## config.mk

```make
export PLATFORM = sky130hd
export DESIGN_NAME = capcmp_timer
export DESIGN_NICKNAME = d
export VERILOG_FILES = /design/src/rtl/cct_pkg.sv /design/src/rtl/cct_sync.sv /design/src/rtl/cct_prescale.sv /design/src/rtl/cct_capture.sv /design/src/rtl/cct_portlogic.sv /design/src/rtl/capcmp_timer.sv
export SDC_FILE = /design/constraint.sdc
export NUM_CORES = 1
export LEC_CHECK = 0
export ABC_AREA = 0
export BUFFER_PORTS_ARGS = -buffer_cell sky130_fd_sc_hd__buf_2
export CORE_MARGIN = 10
export CORE_UTILIZATION = 30
export DETAILED_ROUTE_END_ITERATION = 7
export GPL_TIMING_DRIVEN = 1
export SLEW_MARGIN = 10
export SYNTH_ARGS = -nofsm -noshare
export SYNTH_HDL_FRONTEND = slang
export SYNTH_SLANG_ARGS = --single-unit
```

## constraint.sdc

```tcl
create_clock -name clk -period 4.2 [get_ports clk]
set_clock_uncertainty 0.2 [all_clocks]
set_input_delay 0.42 -clock clk [delete_from_list [all_inputs] [get_ports clk]]
set_output_delay 0.42 -clock clk [all_outputs]
set_load 0.05 [all_outputs]
```

## src/rtl/cct_pkg.sv

```systemverilog
package cct_pkg;
  typedef enum logic [1:0] {
    SRC_OFF  = 2'd0,
    SRC_TICK = 2'd1,
    SRC_PIN  = 2'd2,
    SRC_OFF2 = 2'd3
  } src_e;

  localparam logic [3:0] A_CTRL  = 4'd0;
  localparam logic [3:0] A_EDGE  = 4'd1;
  localparam logic [3:0] A_SETEN = 4'd2;
  localparam logic [3:0] A_RTEN  = 4'd3;
  localparam logic [3:0] A_CMP0  = 4'd4;
  localparam logic [3:0] A_PORT  = 4'd7;
  localparam logic [3:0] A_FLAG  = 4'd8;
  localparam logic [3:0] A_COUNT = 4'd9;
  localparam logic [3:0] A_CAP0  = 4'd10;
  localparam logic [3:0] A_OVFEN = 4'd14;

  localparam int N_CMP  = 3;
  localparam int PORT_W = 8;
  localparam int LO_W   = 8;
endpackage

```

## src/rtl/cct_sync.sv

```systemverilog
module cct_sync #(
  parameter int W = 1
) (
  input  logic         clk,
  input  logic         rst_n,
  input  logic [W-1:0] d_i,
  output logic [W-1:0] rise_o,
  output logic [W-1:0] fall_o
);
  logic [W-1:0] s1_q, s2_q, s3_q;

  always_ff @(posedge clk) begin
    if (!rst_n) begin
      s1_q <= '0;
      s2_q <= '0;
      s3_q <= '0;
    end else begin
      s1_q <= d_i;
      s2_q <= s1_q;
      s3_q <= s2_q;
    end
  end

  assign rise_o = s2_q & ~s3_q;
  assign fall_o = ~s2_q & s3_q;
endmodule

```

## src/rtl/cct_prescale.sv

```systemverilog
module cct_prescale import cct_pkg::*; #(
  parameter int DIV_W = 2
) (
  input  logic             clk,
  input  logic             rst_n,
  input  src_e             src_i,
  input  logic [DIV_W-1:0] div_i,
  input  logic             tick_i,
  input  logic             pin_rise_i,
  input  logic             clr_i,
  output logic             inc_o
);
  localparam int PRE_W = (1 << DIV_W) - 1;

  logic [PRE_W-1:0] pre_q, mask;
  logic             pulse;

  always_comb begin
    unique case (src_i)
      SRC_TICK: pulse = tick_i;
      SRC_PIN:  pulse = pin_rise_i;
      default:  pulse = 1'b0;
    endcase
    mask = PRE_W'((1 << div_i) - 1);
  end

  always_ff @(posedge clk) begin
    if (!rst_n || clr_i) pre_q <= '0;
    else if (pulse)      pre_q <= pre_q + 1'b1;
  end

  assign inc_o = pulse && !clr_i && ((pre_q & mask) == mask);
endmodule

```

## src/rtl/cct_capture.sv

```systemverilog
module cct_capture #(
  parameter int N = 4,
  parameter int W = 16
) (
  input  logic           clk,
  input  logic           rst_n,
  input  logic [W-1:0]   cnt_i,
  input  logic [N-1:0]   rise_i,
  input  logic [N-1:0]   fall_i,
  input  logic [2*N-1:0] edge_en_i,
  output logic [N-1:0]   ev_o,
  output logic [N*W-1:0] caps_o
);
  for (genvar n = 0; n < N; n++) begin : g_ch
    logic [W-1:0] cap_q;
    assign ev_o[n] = (rise_i[n] & edge_en_i[2*n]) | (fall_i[n] & edge_en_i[2*n+1]);
    always_ff @(posedge clk) begin
      if (!rst_n)       cap_q <= '0;
      else if (ev_o[n]) cap_q <= cnt_i;
    end
    assign caps_o[n*W +: W] = cap_q;
  end
endmodule

```

## src/rtl/cct_portlogic.sv

```systemverilog
module cct_portlogic import cct_pkg::*; #(
  parameter int SET_W = 6
) (
  input  logic              clk,
  input  logic              rst_n,
  input  logic              sw_wr_i,
  input  logic [PORT_W-1:0] sw_data_i,
  input  logic [SET_W-1:0]  seten_i,
  input  logic [PORT_W-1:0] rten_i,
  input  logic [N_CMP-1:0]  match_i,
  output logic [PORT_W-1:0] port_o
);
  localparam int TOG_W = PORT_W - SET_W;

  logic [PORT_W-1:0] port_q, base, set_m, clr_m, tog_m;

  always_comb begin
    base  = sw_wr_i ? sw_data_i : port_q;
    set_m = match_i[0] ? {{TOG_W{1'b0}}, seten_i} : '0;
    clr_m = match_i[1] ? {{TOG_W{1'b0}}, rten_i[SET_W-1:0]} : '0;
    tog_m = match_i[2] ? {rten_i[PORT_W-1:SET_W], {SET_W{1'b0}}} : '0;
  end

  always_ff @(posedge clk) begin
    if (!rst_n) port_q <= '0;
    else        port_q <= ((base | set_m) & ~clr_m) ^ tog_m;
  end

  assign port_o = port_q;
endmodule

```

## src/rtl/capcmp_timer.sv

```systemverilog
module capcmp_timer import cct_pkg::*; #(
  parameter int CNT_W = 16,
  parameter int N_CAP = 4,
  parameter int SET_W = 6,
  parameter int DIV_W = 2
) (
  input  logic                   clk,
  input  logic                   rst_n,
  input  logic                   tick_i,
  input  logic                   cnt_pin_i,
  input  logic                   crst_pin_i,
  input  logic [N_CAP-1:0]       cap_i,
  input  logic                   wr_en,
  input  logic [3:0]             wr_addr,
  input  logic [CNT_W-1:0]       wr_data,
  input  logic [3:0]             rd_addr,
  output logic [CNT_W-1:0]       rd_data,
  output logic [PORT_W-1:0]      port_o,
  output logic [N_CAP+N_CMP+1:0] flags_o,
  output logic                   irq_ovf_o
);
  localparam int NFLAG = N_CAP + N_CMP + 2;
  localparam int F_LO  = N_CAP + N_CMP;
  localparam int F_HI  = F_LO + 1;

  src_e                src_q;
  logic [DIV_W-1:0]    div_q;
  logic                crst_en_q, idle_q;
  logic [2*N_CAP-1:0]  edge_q;
  logic [SET_W-1:0]    seten_q;
  logic [PORT_W-1:0]   rten_q;
  logic [CNT_W-1:0]    cmp_q [N_CMP];
  logic [1:0]          ovfen_q;
  logic [CNT_W-1:0]    cnt_q;
  logic [NFLAG-1:0]    flags_q, flag_set, flag_clr;
  logic                inc, inc_d, pre_clr, crst_hit, ctrl_wr;
  logic                cnt_rise, crst_rise, cnt_fall_nc, crst_fall_nc;
  logic [N_CAP-1:0]    cap_rise, cap_fall, cap_ev;
  logic [N_CAP*CNT_W-1:0] caps;
  logic [N_CMP-1:0]    match;
  logic [3:0]          cidx;

  cct_sync #(.W(2)) u_pin_sync (
    .clk(clk), .rst_n(rst_n), .d_i({crst_pin_i, cnt_pin_i}),
    .rise_o({crst_rise, cnt_rise}), .fall_o({crst_fall_nc, cnt_fall_nc})
  );

  cct_sync #(.W(N_CAP)) u_cap_sync (
    .clk(clk), .rst_n(rst_n), .d_i(cap_i), .rise_o(cap_rise), .fall_o(cap_fall)
  );

  assign ctrl_wr  = wr_en && (wr_addr == A_CTRL);
  assign crst_hit = crst_en_q && crst_rise;
  assign pre_clr  = idle_q || crst_hit ||
                    (ctrl_wr && ((wr_data[1:0] != src_q) || (wr_data[2 +: DIV_W] != div_q)));

  cct_prescale #(.DIV_W(DIV_W)) u_pre (
    .clk(clk), .rst_n(rst_n), .src_i(src_q), .div_i(div_q), .tick_i(tick_i),
    .pin_rise_i(cnt_rise), .clr_i(pre_clr), .inc_o(inc)
  );

  // Configuration registers
  always_ff @(posedge clk) begin
    if (!rst_n) begin
      src_q     <= SRC_OFF;
      div_q     <= '0;
      crst_en_q <= 1'b0;
      idle_q    <= 1'b0;
      edge_q    <= '0;
      seten_q   <= '0;
      rten_q    <= '0;
      ovfen_q   <= '0;
      for (int k = 0; k < N_CMP; k++) cmp_q[k] <= '0;
    end else if (wr_en) begin
      unique case (wr_addr)
        A_CTRL: begin
          src_q     <= src_e'(wr_data[1:0]);
          div_q     <= wr_data[2 +: DIV_W];
          crst_en_q <= wr_data[4];
          idle_q    <= wr_data[5];
        end
        A_EDGE:  edge_q  <= wr_data[2*N_CAP-1:0];
        A_SETEN: seten_q <= wr_data[SET_W-1:0];
        A_RTEN:  rten_q  <= wr_data[PORT_W-1:0];
        A_OVFEN: ovfen_q <= wr_data[1:0];
        default: begin
          for (int k = 0; k < N_CMP; k++)
            if (wr_addr == A_CMP0 + 4'(k)) cmp_q[k] <= wr_data;
        end
      endcase
    end
  end

  // Counter: reset-only, never loaded
  always_ff @(posedge clk) begin
    if (!rst_n || idle_q || crst_hit) cnt_q <= '0;
    else if (inc)                     cnt_q <= cnt_q + 1'b1;
    inc_d <= rst_n && inc && !idle_q && !crst_hit;
  end

  for (genvar k = 0; k < N_CMP; k++) begin : g_cmp
    assign match[k] = inc_d && (cnt_q == cmp_q[k]);
  end

  cct_capture #(.N(N_CAP), .W(CNT_W)) u_cap (
    .clk(clk), .rst_n(rst_n), .cnt_i(cnt_q), .rise_i(cap_rise), .fall_i(cap_fall),
    .edge_en_i(edge_q), .ev_o(cap_ev), .caps_o(caps)
  );

  cct_portlogic #(.SET_W(SET_W)) u_port (
    .clk(clk), .rst_n(rst_n), .sw_wr_i(wr_en && (wr_addr == A_PORT)),
    .sw_data_i(wr_data[PORT_W-1:0]), .seten_i(seten_q), .rten_i(rten_q),
    .match_i(match), .port_o(port_o)
  );

  // Sticky flags: clear by writing 0, hardware set wins
  always_comb begin
    flag_set = {inc && (&cnt_q), inc && (&cnt_q[LO_W-1:0]), match, cap_ev};
    flag_clr = (wr_en && (wr_addr == A_FLAG)) ? ~wr_data[NFLAG-1:0] : '0;
  end

  always_ff @(posedge clk) begin
    if (!rst_n) flags_q <= '0;
    else        flags_q <= (flags_q & ~flag_clr) | flag_set;
  end

  assign flags_o   = flags_q;
  assign irq_ovf_o = (flags_q[F_LO] & ovfen_q[0]) | (flags_q[F_HI] & ovfen_q[1]);

  // Read mux
  assign cidx = rd_addr - A_CAP0;
  always_comb begin
    rd_data = '0;
    unique case (rd_addr)
      A_CTRL:  rd_data = CNT_W'({idle_q, crst_en_q, div_q, src_q});
      A_EDGE:  rd_data = CNT_W'(edge_q);
      A_SETEN: rd_data = CNT_W'(seten_q);
      A_RTEN:  rd_data = CNT_W'(rten_q);
      A_PORT:  rd_data = CNT_W'(port_o);
      A_FLAG:  rd_data = CNT_W'(flags_q);
      A_COUNT: rd_data = cnt_q;
      A_OVFEN: rd_data = CNT_W'(ovfen_q);
      default: begin
        for (int k = 0; k < N_CMP; k++)
          if (rd_addr == A_CMP0 + 4'(k)) rd_data = cmp_q[k];
        for (int n = 0; n < N_CAP; n++)
          if (cidx == 4'(n) && rd_addr >= A_CAP0) rd_data = caps[n*CNT_W +: CNT_W];
      end
    endcase
  end
endmodule

```

==> results.cfg <==
[power]
irDropWorstVdd_uv = 302
pwr-share-seq = 0.519
powerDensity_nw_per_um2 = 364
clkPwrFrac = 0.408
leakagePower_nw = 3.72
internal-power_w = 0.00286
power.share.switching = 0.264
power_frac_comb = 0.073
p_switching_w = 0.00103

[placement]
pre_cts_slack_ns = 0.592
placed_cells = 1387
place.gp.congestion = 0.912
dp_hpwl_um = 21600
port_buffers = 67

[floorplanning]
core.rowCount = 64
initial_core_util = 0.304
die_area_um2 = 38400
design.core.area_um2 = 30600
die_w_um = 196
die_y_um = 196
ios = 68

[outcome]
status = finished, final reports clean

[grt]
grt_use_total = 0.153
grt_overflow = 0
first_global_vias = 7368
grt_pass1_wl_um = 45800
grt_start_max_net_pins = 75
antenna_found_initial = 1

[route]
totalWireLength_um = 29900
ant_nets = 0
dr_total_vias = 7689
wl_per_cell_um = 21.0
vias_per_cell = 5.40
drcViolationCount = 0
drtIter0Drc = 894
first_pass_iters = 7

[cts]
cts_buffer_depth = 2
cts_tree = yes
clock_sinks = 197
cts-buffers-inserted = 17
path_clk_slew_ns = 0.07
cts_root_buffer = clkbuf_16
clk_latency_ns = 0.44
cts_max_level = 4
post-cts-setup-buffer-count = 0

[layout]
areaGrowthSynthToFinish_pct = 14.7
nNetsFinal = 1055
drive_above_1_share = 0.147
final_common_cell = dfxtp_1
diodes = 0
fin_cells = 1425
final_cell_mix = dfxtp_1 (149), nand2_1 (91), nor2_1 (86)

[sta]
min_period_over_period = 0.869
finalWorstPathRequiredPeriod_ns = 3.65
hold_viol_final = 0
slew_headroom = 0.219
rsz0062_at_grt = no
setup_slack_ns = 0.550
finalSetupTns_ns = 0
fmax_ghz = 0.274
finalSetupViolCount = 0
tightest_slew_ns = 1.17
drv_slew = 0

[worst_setup_path]
critPathCaptureType = primary output
rrSetupSlack_ns = 1.48
r2r_start = cnt_q[2]$_SDFFE_PP0P_
required_ns = 3.58
reg2reg_to = cnt_q[14]$_SDFFE_PP0P_
critPathMaxFanout = 24
cp-startpoint = rd_addr[1]
cp-start-kind = input port
worstPathArrival_ns = 3.03
r2r_cells = 5
crit_type = in -> out

[hold_path]
holdCritStartpoint = wr_data[8]
whs_endpoint = flags_o[8]$_SDFF_PN0_
hp-class = in -> reg
hold_depth = 3

[job]
cap_violations = 0

[synthesis]
yosys-top-cells-area = dfxtp_1 (32%), edfxtp_1 (15%), mux2i_1 (8.0%)
synth_edf_count = 48
ys_seq_area_frac = 0.476
synth_warnings = 0
syn_area_um2 = 9300
ys_types = 63
yosysTopAreaCell = dfxtp_1
yosys_most_used_dff = dfxtp_1
ys_async_sr_fraction = 0
syn_inst = 969
synth_nets = 1008
postSynthAreaPerCell_um2 = 9.60
synth_top_area_frac = 0.321
ys_ff_latch = 197
==> cell usage after synthesis, types with 2 or more instances <==
library cell	count
nor4_1	6
nor3_1	8
inv_1	18
nand2_1	91
o211ai_1	12
or4_1	12
a211oi_1	7
a31oi_1	13
buf_6	2
clkbuf_1	51
o21ai_0	30
dfxtp_1	149
mux2_1	2
xor2_1	28
buf_2	7
nor2_1	86
nor2b_1	5
a22oi_1	13
and3_1	8
xnor2_1	26
a22o_1	5
ha_1	5
nand2b_1	5
a221oi_1	6
o31ai_1	14
o22a_1	2
mux2_2	14
a21oi_1	65
nand4_1	19
and2_1	39
and3b_1	4
o221ai_1	2
nand3_1	19
a32oi_1	2
o21a_1	4
nand3b_1	8
mux4_2	3
o2bb2ai_1	3
a21o_1	4
edfxtp_1	48
mux2i_1	74
o21ai_1	13
nor3b_1	2
a222oi_1	11
buf_1	6
==> metal layers <==
| metal | wire length [um] | GRT usage |
|---|---|---|
| met3 | 2570 | 0.0343 |
| met4 | 748 | 0.0515 |
| met2 | 13200 | 0.227 |
| met1 | 13400 | 0.212 |
| met5 | 0 | 0 |
==> stage by stage <==
step                hold slack [ns]  utilization  instance area, um^2  total power (W)
floorplan                     0.212            -                 9300          0.00223
global placement              0.218        0.328                10000          0.00234
detailed placement            0.219        0.328                10000          0.00234
CTS                          0.0513        0.349                10700          0.00391
global route                 0.0775        0.349                10700          0.00402
finish                       0.0649        0.349                10700          0.00389
==> what timing repair did <==
| action | 4_1_cts | 5_1_grt |
|---|---|---|
| hold endpoints to repair | 6 | 0 |
| hold buffers | 6 | 0 |
| gates resized for setup | 0 | 0 |
==> registers in the layout (all words and copies together) (netlist names), 3 cells and up <==
register and flops:
u_cap_sync.s2_q 4, flags_o 9, cmp_q 48, cnt_q 16, seten_q 6, u_cap.g_ch.cap_q 64
u_cap_sync.s1_q 4, u_port.port_o 8, u_pre.pre_q 3, u_cap_sync.s3_q 4, rten_q 8, edge_q 8
==> cell families after synthesis <==
logic type / Yosys count / share of synthesized area
AOI/OAI and AO/OA: 213 / 0.149
and+or+nand+nor: 322 / 0.175
adders and majority gates: 5 / 0.00673
DFF: 197 / 0.476
xor gates and xnor gates: 54 / 0.0508
buffers and inverters: 85 / 0.0369
muxes: 93 / 0.106
==> worst max-delay path, stage by stage <==
cell      delay (ns)
buf_2           0.37
clkinv_1        0.17
ha_1            0.34
and3b_1         0.32
and2_1          0.52
a222oi_1        0.12
and2_1          0.19
o221ai_1        0.24
buf_2           0.32
==> layout make-up <==
type / count / area [um^2]
Timing Repair Buffer: 94 / 553
Fill cell: 3145 / 19900
Clock buffer: 17 / 425
Clock inverter: 15 / 139
Sequential cell: 197 / 4420
Multi-Input combinational cell: 687 / 4560
Inverter: 19 / 72.6
Tap cell: 396 / 495
==> how the worst max path moves through the flow <==
stage | end | slack, ns | depth (start not counted)
after floorplan | rd_data[5] | 0.34 | 11
after global placement | rd_data[2] | 0.64 | 9
after detailed placement | rd_data[2] | 0.59 | 9
after CTS | rd_data[2] | 0.59 | 9
after global routing | rd_data[5] | 0.39 | 9
final | rd_data[2] | 0.55 | 9
==> power groups by stage <==
stage                     sequential (W)  combinational (W)  clock (W)
after global placement           0.00206           0.000276          0
after CTS                        0.00202           0.000283    0.00161
final                            0.00202           0.000285    0.00159
after global routing             0.00202           0.000305    0.00170
after detailed placement         0.00206           0.000278          0
after floorplan                  0.00205           0.000176          0
Power figures use the tool's default switching activity.
